[config.mk]
export PLATFORM = sky130hd
export DESIGN_NAME = flagless_alu
export DESIGN_NICKNAME = d
export VERILOG_FILES = /design/src/rtl/flagless_alu_pkg.sv /design/src/rtl/alu_decode.sv /design/src/rtl/alu_operand.sv /design/src/rtl/alu_divider.sv /design/src/rtl/flagless_alu.sv
export SDC_FILE = /design/constraint.sdc
export NUM_CORES = 2
export LEC_CHECK = 0
export ABC_AREA = 1
export BUFFER_PORTS_ARGS = -buffer_cell sky130_fd_sc_hd__buf_2
export CAP_MARGIN = 20
export CORE_ASPECT_RATIO = 1.5
export CORE_MARGIN = 2
export CORE_UTILIZATION = 43
export DETAILED_ROUTE_END_ITERATION = 10
export PLACE_DENSITY = 0.56
export SLEW_MARGIN = 20
export SYNTH_ARGS = -nofsm -noshare
export SYNTH_HDL_FRONTEND = slang
export SYNTH_SLANG_ARGS = --single-unit
[constraint.sdc]
create_clock -name vclk -period 284.9
set_input_delay 42.735 -clock vclk [all_inputs]
set_output_delay 42.735 -clock vclk [all_outputs]
set_load 0.05 [all_outputs]
[src/rtl/flagless_alu_pkg.sv]
package flagless_alu_pkg;
  typedef enum logic [3:0] {
    FN_ADD = 4'd0,  FN_SUB = 4'd1,  FN_MUL = 4'd2,  FN_DIV = 4'd3,
    FN_AND = 4'd4,  FN_OR  = 4'd5,  FN_XOR = 4'd6,  FN_EQ  = 4'd7,
    FN_NE  = 4'd8,  FN_LT  = 4'd9,  FN_LE  = 4'd10, FN_GT  = 4'd11,
    FN_GE  = 4'd12, FN_SHL = 4'd13, FN_SHR = 4'd14, FN_MOD = 4'd15
  } alu_fn_e;

  localparam int unsigned FN_COUNT = 16;

  typedef struct packed {
    alu_fn_e fn;
    logic    use_imm;
    logic    valid;
  } alu_dec_t;
endpackage

[src/rtl/alu_decode.sv]
module alu_decode
  import flagless_alu_pkg::*;
#(
  parameter int unsigned OP_W     = 6,
  parameter int unsigned IMM_BASE = 10,
  parameter int unsigned REG_BASE = 32
) (
  input  logic [OP_W-1:0] op_i,
  output alu_dec_t        dec_o
);
  localparam int unsigned IMM_LAST = IMM_BASE + FN_COUNT - 1;
  localparam int unsigned REG_LAST = REG_BASE + FN_COUNT - 1;

  logic in_imm, in_reg;
  logic [OP_W-1:0] rel;

  always_comb begin
    in_imm = (32'(op_i) >= IMM_BASE) && (32'(op_i) <= IMM_LAST);
    in_reg = (32'(op_i) >= REG_BASE) && (32'(op_i) <= REG_LAST);
    rel    = '0;
    if (in_imm)      rel = op_i - OP_W'(IMM_BASE);
    else if (in_reg) rel = op_i - OP_W'(REG_BASE);
    dec_o.fn      = alu_fn_e'(rel[3:0]);
    dec_o.use_imm = in_imm;
    dec_o.valid   = in_imm | in_reg;
  end
endmodule

[src/rtl/alu_operand.sv]
module alu_operand #(
  parameter int unsigned DATA_W = 32,
  parameter int unsigned IMM_W  = 16
) (
  input  logic [DATA_W-1:0] reg_i,
  input  logic [IMM_W-1:0]  imm_i,
  input  logic              use_imm_i,
  output logic [DATA_W-1:0] opnd_o
);
  localparam int unsigned EXT_W = DATA_W - IMM_W;

  logic [DATA_W-1:0] imm_ext;
  assign imm_ext = {{EXT_W{imm_i[IMM_W-1]}}, imm_i};
  assign opnd_o  = use_imm_i ? imm_ext : reg_i;
endmodule

[src/rtl/alu_divider.sv]
module alu_divider #(
  parameter int unsigned DATA_W = 32
) (
  input  logic [DATA_W-1:0] num_i,
  input  logic [DATA_W-1:0] den_i,
  output logic [DATA_W-1:0] quo_o,
  output logic [DATA_W-1:0] rem_o
);
  logic              num_neg, den_neg;
  logic [DATA_W-1:0] num_mag, den_mag, q_mag, r_mag;

  always_comb begin
    num_neg = num_i[DATA_W-1];
    den_neg = den_i[DATA_W-1];
    num_mag = num_neg ? (~num_i + 1'b1) : num_i;
    den_mag = den_neg ? (~den_i + 1'b1) : den_i;
    q_mag   = '0;
    r_mag   = '0;
    if (den_i != '0) begin
      q_mag = num_mag / den_mag;
      r_mag = num_mag % den_mag;
    end
    // quotient sign from both operands, remainder follows dividend
    quo_o = (num_neg ^ den_neg) ? (~q_mag + 1'b1) : q_mag;
    rem_o = num_neg ? (~r_mag + 1'b1) : r_mag;
  end
endmodule

[src/rtl/flagless_alu.sv]
module flagless_alu
  import flagless_alu_pkg::*;
#(
  parameter int unsigned DATA_W   = 32,
  parameter int unsigned IMM_W    = 16,
  parameter int unsigned OP_W     = 6,
  parameter int unsigned IMM_BASE = 10,
  parameter int unsigned REG_BASE = 32
) (
  input  logic [OP_W-1:0]   op_i,
  input  logic [DATA_W-1:0] src_a_i,
  input  logic [DATA_W-1:0] src_b_i,
  input  logic [IMM_W-1:0]  imm_i,
  output logic [DATA_W-1:0] result_o,
  output logic              valid_o
);
  localparam int unsigned SH_W = $clog2(DATA_W);

  alu_dec_t          dec;
  logic [DATA_W-1:0] opnd_b, quo, rem;
  logic [SH_W-1:0]   sh_amt;
  logic              is_eq, is_lt;

  alu_decode #(.OP_W(OP_W), .IMM_BASE(IMM_BASE), .REG_BASE(REG_BASE)) u_dec (
    .op_i  (op_i),
    .dec_o (dec)
  );

  alu_operand #(.DATA_W(DATA_W), .IMM_W(IMM_W)) u_opnd (
    .reg_i     (src_b_i),
    .imm_i     (imm_i),
    .use_imm_i (dec.use_imm),
    .opnd_o    (opnd_b)
  );

  alu_divider #(.DATA_W(DATA_W)) u_div (
    .num_i (src_a_i),
    .den_i (opnd_b),
    .quo_o (quo),
    .rem_o (rem)
  );

  assign sh_amt = opnd_b[SH_W-1:0];
  assign is_eq  = (src_a_i == opnd_b);
  assign is_lt  = ($signed(src_a_i) < $signed(opnd_b));

  always_comb begin
    result_o = '0;
    if (dec.valid) begin
      unique case (dec.fn)
        FN_ADD: result_o = src_a_i + opnd_b;
        FN_SUB: result_o = src_a_i - opnd_b;
        FN_MUL: result_o = src_a_i * opnd_b;
        FN_DIV: result_o = quo;
        FN_MOD: result_o = rem;
        FN_AND: result_o = src_a_i & opnd_b;
        FN_OR:  result_o = src_a_i | opnd_b;
        FN_XOR: result_o = src_a_i ^ opnd_b;
        FN_EQ:  result_o = DATA_W'(is_eq);
        FN_NE:  result_o = DATA_W'(!is_eq);
        FN_LT:  result_o = DATA_W'(is_lt);
        FN_LE:  result_o = DATA_W'(is_lt | is_eq);
        FN_GT:  result_o = DATA_W'(!(is_lt | is_eq));
        FN_GE:  result_o = DATA_W'(!is_lt);
        FN_SHL: result_o = src_a_i << sh_amt;
        FN_SHR: result_o = src_a_i >> sh_amt;
        default: result_o = '0;
      endcase
    end
  end

  assign valid_o = dec.valid;
endmodule

==> metrics.md <==
| Metric | Value |
|---|---|
| Status | complete, no violations |
| CP dominant cell by count | nand2_1 |
| Setup TNS | 0 ns |
| Via count | 63900 |
| Synthesized net count | 10600 |
| Max-cap violations | 0 |
| Hpwl dp | 234000 um |
| Worst Hold End | result_o[30] |
| Initial Utilization | 43.3% |
| Crit path max fanout | 59 |
| Area grow syn2layout | 4.32% |
| Post-layout min period | 184.97 ns |
| # clk buffers | 0 |
| Gr ovfl total | 0 |
| Post-Synth XOR/XNOR Area | 6.52% |
| Slowest CP cell | nor3_1 |
| WL per Instance | 26.2 um |
| Crit. End Element | output port |
| Filler Cell Count | 14600 |
| Fin crit share | 64.9% |
| Multiplexer area fraction after synthesis | 0.337% |
| Met2 Track Usage GR | 72.8% |
| Die Ht | 448 um |
| Cts hold-fix bufs | 0 |
| Die area | 0.134 sq mm |
| Setup Buffers After CTS | 0 |
| # rows | 162 |
| Core area | 0.130 sq mm |
| Mapped Cells | 9395 |
| Critical Path Max Stage Delay | 0.85 ns |
| HP Start | src_a_i[31] |
| Adder-cell share of the synthesized area | 31.3% |
| Met1 global-route usage | 42.8% |
| Mapped Area | 0.0564 sq mm |
| Die X | 300 um |
| Setup violations, final | 0 |
| Pin count of the biggest net entering global routing | 60 |
| Area occupied by multi-input gates | 0.0486 sq mm |
| Post-synthesis sequential area ratio | 0% |
| Nets | 10600 |
| # DRC | 0 |
| Final Cell Area | 0.0588 sq mm |
| Synth Area in Compound Gates | 16.3% |
| Layout cells sized above 1 | 6.35% |
| Min-delay worst type | input port to output port |
| ANT nets after route | 0 |
| Vias in the first global route | 63400 |
| DP Area | 0.0588 sq mm |
| Fmax | 5.41 MHz |
| Worst Hold Path Cells | 7 |
| Fin. max-slew vios | 0 |
| Initial drt markers | 4907 |
| FFs & Latches | 0 |
| Post-route insts no fill | 11100 |
| RSZ-0062 raised after global routing | no |
| Ys Warns | 0 |
| Met3 Usage GRT | 7.87% |
| Register area | 0 sq um |
| Critical Path AT | 142.24 ns |
| Fin. Hold Viols | 0 |
| Crit path launch type | input port |
| Boundary Pins | 119 |
| Main combinational cell family by area after synthesis | simple AND/OR/NAND/NOR gates |
| Initial antenna violation count | 16 |
| Utilization after layout | 45.2% |
| First-pass GRT wire length | 418000 um |
| GPL Wtd Cong | 1.12 |
| Post_cts resized | 0 |
| Routed WL | 291000 um |
| Simple-gate portion of the synthesized area | 31.5% |
| Worst slew pin tran | 1.30 ns |
| IO buf count | 119 |
| WS Path Type | input port to output port |
| Most common cell after layout, fill and taps aside | nand2_1 |
| Total Routing Usage GR | 42.7% |
| DR vias/cell | 5.76 |
| Required @ worst endpoint | 242.16 ns |
| Router iterations before antenna repair | 6 |
| Syn Area/Cell | 6.00 sq um |
| Placed insts | 11100 |
| Relative slew slack | 12.7% |
| Gr busiest metal | met2 |
| Post-synth cell types | 80 |
| Most frequent cells in the layout | 2496 x nand2_1, 1647 x inv_1, 754 x ha_1 |
==> synthesized netlist by cell type (19+ instances only) <==
| cell | n | share of area [%] |
|---|---|---|
| nand2_1 | 2501 | 17 |
| inv_1 | 1649 | 11 |
| ha_1 | 754 | 17 |
| a21oi_1 | 717 | 6.4 |
| nor2_1 | 690 | 4.6 |
| o21ai_0 | 459 | 4.1 |
| nand3_1 | 451 | 4.0 |
| fa_1 | 410 | 15 |
| xor2_1 | 272 | 4.2 |
| clkbuf_1 | 168 | 1.1 |
| or2_2 | 153 | 1.7 |
| xnor2_1 | 148 | 2.3 |
| nand4_1 | 86 | 0.95 |
| nor3_1 | 79 | 0.70 |
| o21ai_1 | 64 | 0.57 |
| nand2_2 | 53 | 0.59 |
| o21bai_1 | 49 | 0.65 |
| nor4_1 | 36 | 0.40 |
| buf_2 | 35 | 0.31 |
| a21o_1 | 34 | 0.45 |
| o211ai_1 | 33 | 0.44 |
| a211oi_1 | 32 | 0.43 |
| inv_2 | 32 | 0.21 |
| buf_4 | 31 | 0.41 |
| a221oi_1 | 28 | 0.43 |
| buf_1 | 27 | 0.18 |
| clkinv_1 | 27 | 0.18 |
| o22ai_1 | 25 | 0.28 |
| o31ai_1 | 25 | 0.33 |
| nand3b_1 | 24 | 0.32 |
| buf_6 | 23 | 0.46 |
| nand2_4 | 21 | 0.42 |
| o21a_1 | 21 | 0.28 |
| o221ai_1 | 21 | 0.33 |
| mux2i_1 | 19 | 0.34 |
| nor2_2 | 19 | 0.21 |
==> worst max-delay path: cells and delay by family <==
family	cells	cell delay [ns]
AND/OR/NAND/NOR	301	38.39
AO/OA/AOI/OAI	196	37.11
buffers and inverters	99	13.57
adder cells (fa/ha/maj)	31	9.76
XOR/XNOR	2	0.33
==> area by class of cell <==
class	count	share of cell area [%]
Tap cell	1722	3.66
Inverter	1710	10.9
Timing Repair Buffer	255	2.74
Antenna cell	18	0.0766
Multi-Input combinational cell	7392	82.6
==> stage by stage <==
step	hold slack [ns]	setup WS [ns]
global route	86.38	88.34
detailed placement	86.32	101.27
CTS	86.32	100.99
floorplan	85.99	121.58
global placement	86.31	103.61
finish	86.34	99.93
==> logic make-up (layout without fill, tap and decap cells) <==
| kind of cell | count (synthesis) | count (layout) |
|---|---|---|
| compound gates | 1620 | 1620 |
| xor+xnor | 420 | 420 |
| fa+ha+maj | 1164 | 1164 |
| buf+inv | 2003 | 1965 |
| mux | 19 | 19 |
| other cells | 0 | 18 |
| simple gates | 4169 | 4169 |
==> layer usage <==
layer  wire, um  share of wire, %
met5         37             0.013
met4      37200                13
met3      19400               6.7
met2     135000                47
met1      98800                34
==> how the worst max path moves through the flow <==
| stage | slack [ns] | end | from | depth (start not counted) |
|---|---|---|---|---|
| after detailed placement | 101.27 | result_o[23] | op_i[2] | 629 |
| after global placement | 103.61 | result_o[23] | op_i[2] | 631 |
| after global routing | 88.34 | result_o[23] | op_i[2] | 631 |
| final | 99.93 | result_o[23] | op_i[5] | 629 |
| after CTS | 100.99 | result_o[23] | op_i[2] | 629 |
| after floorplan | 121.58 | result_o[27] | op_i[5] | 648 |
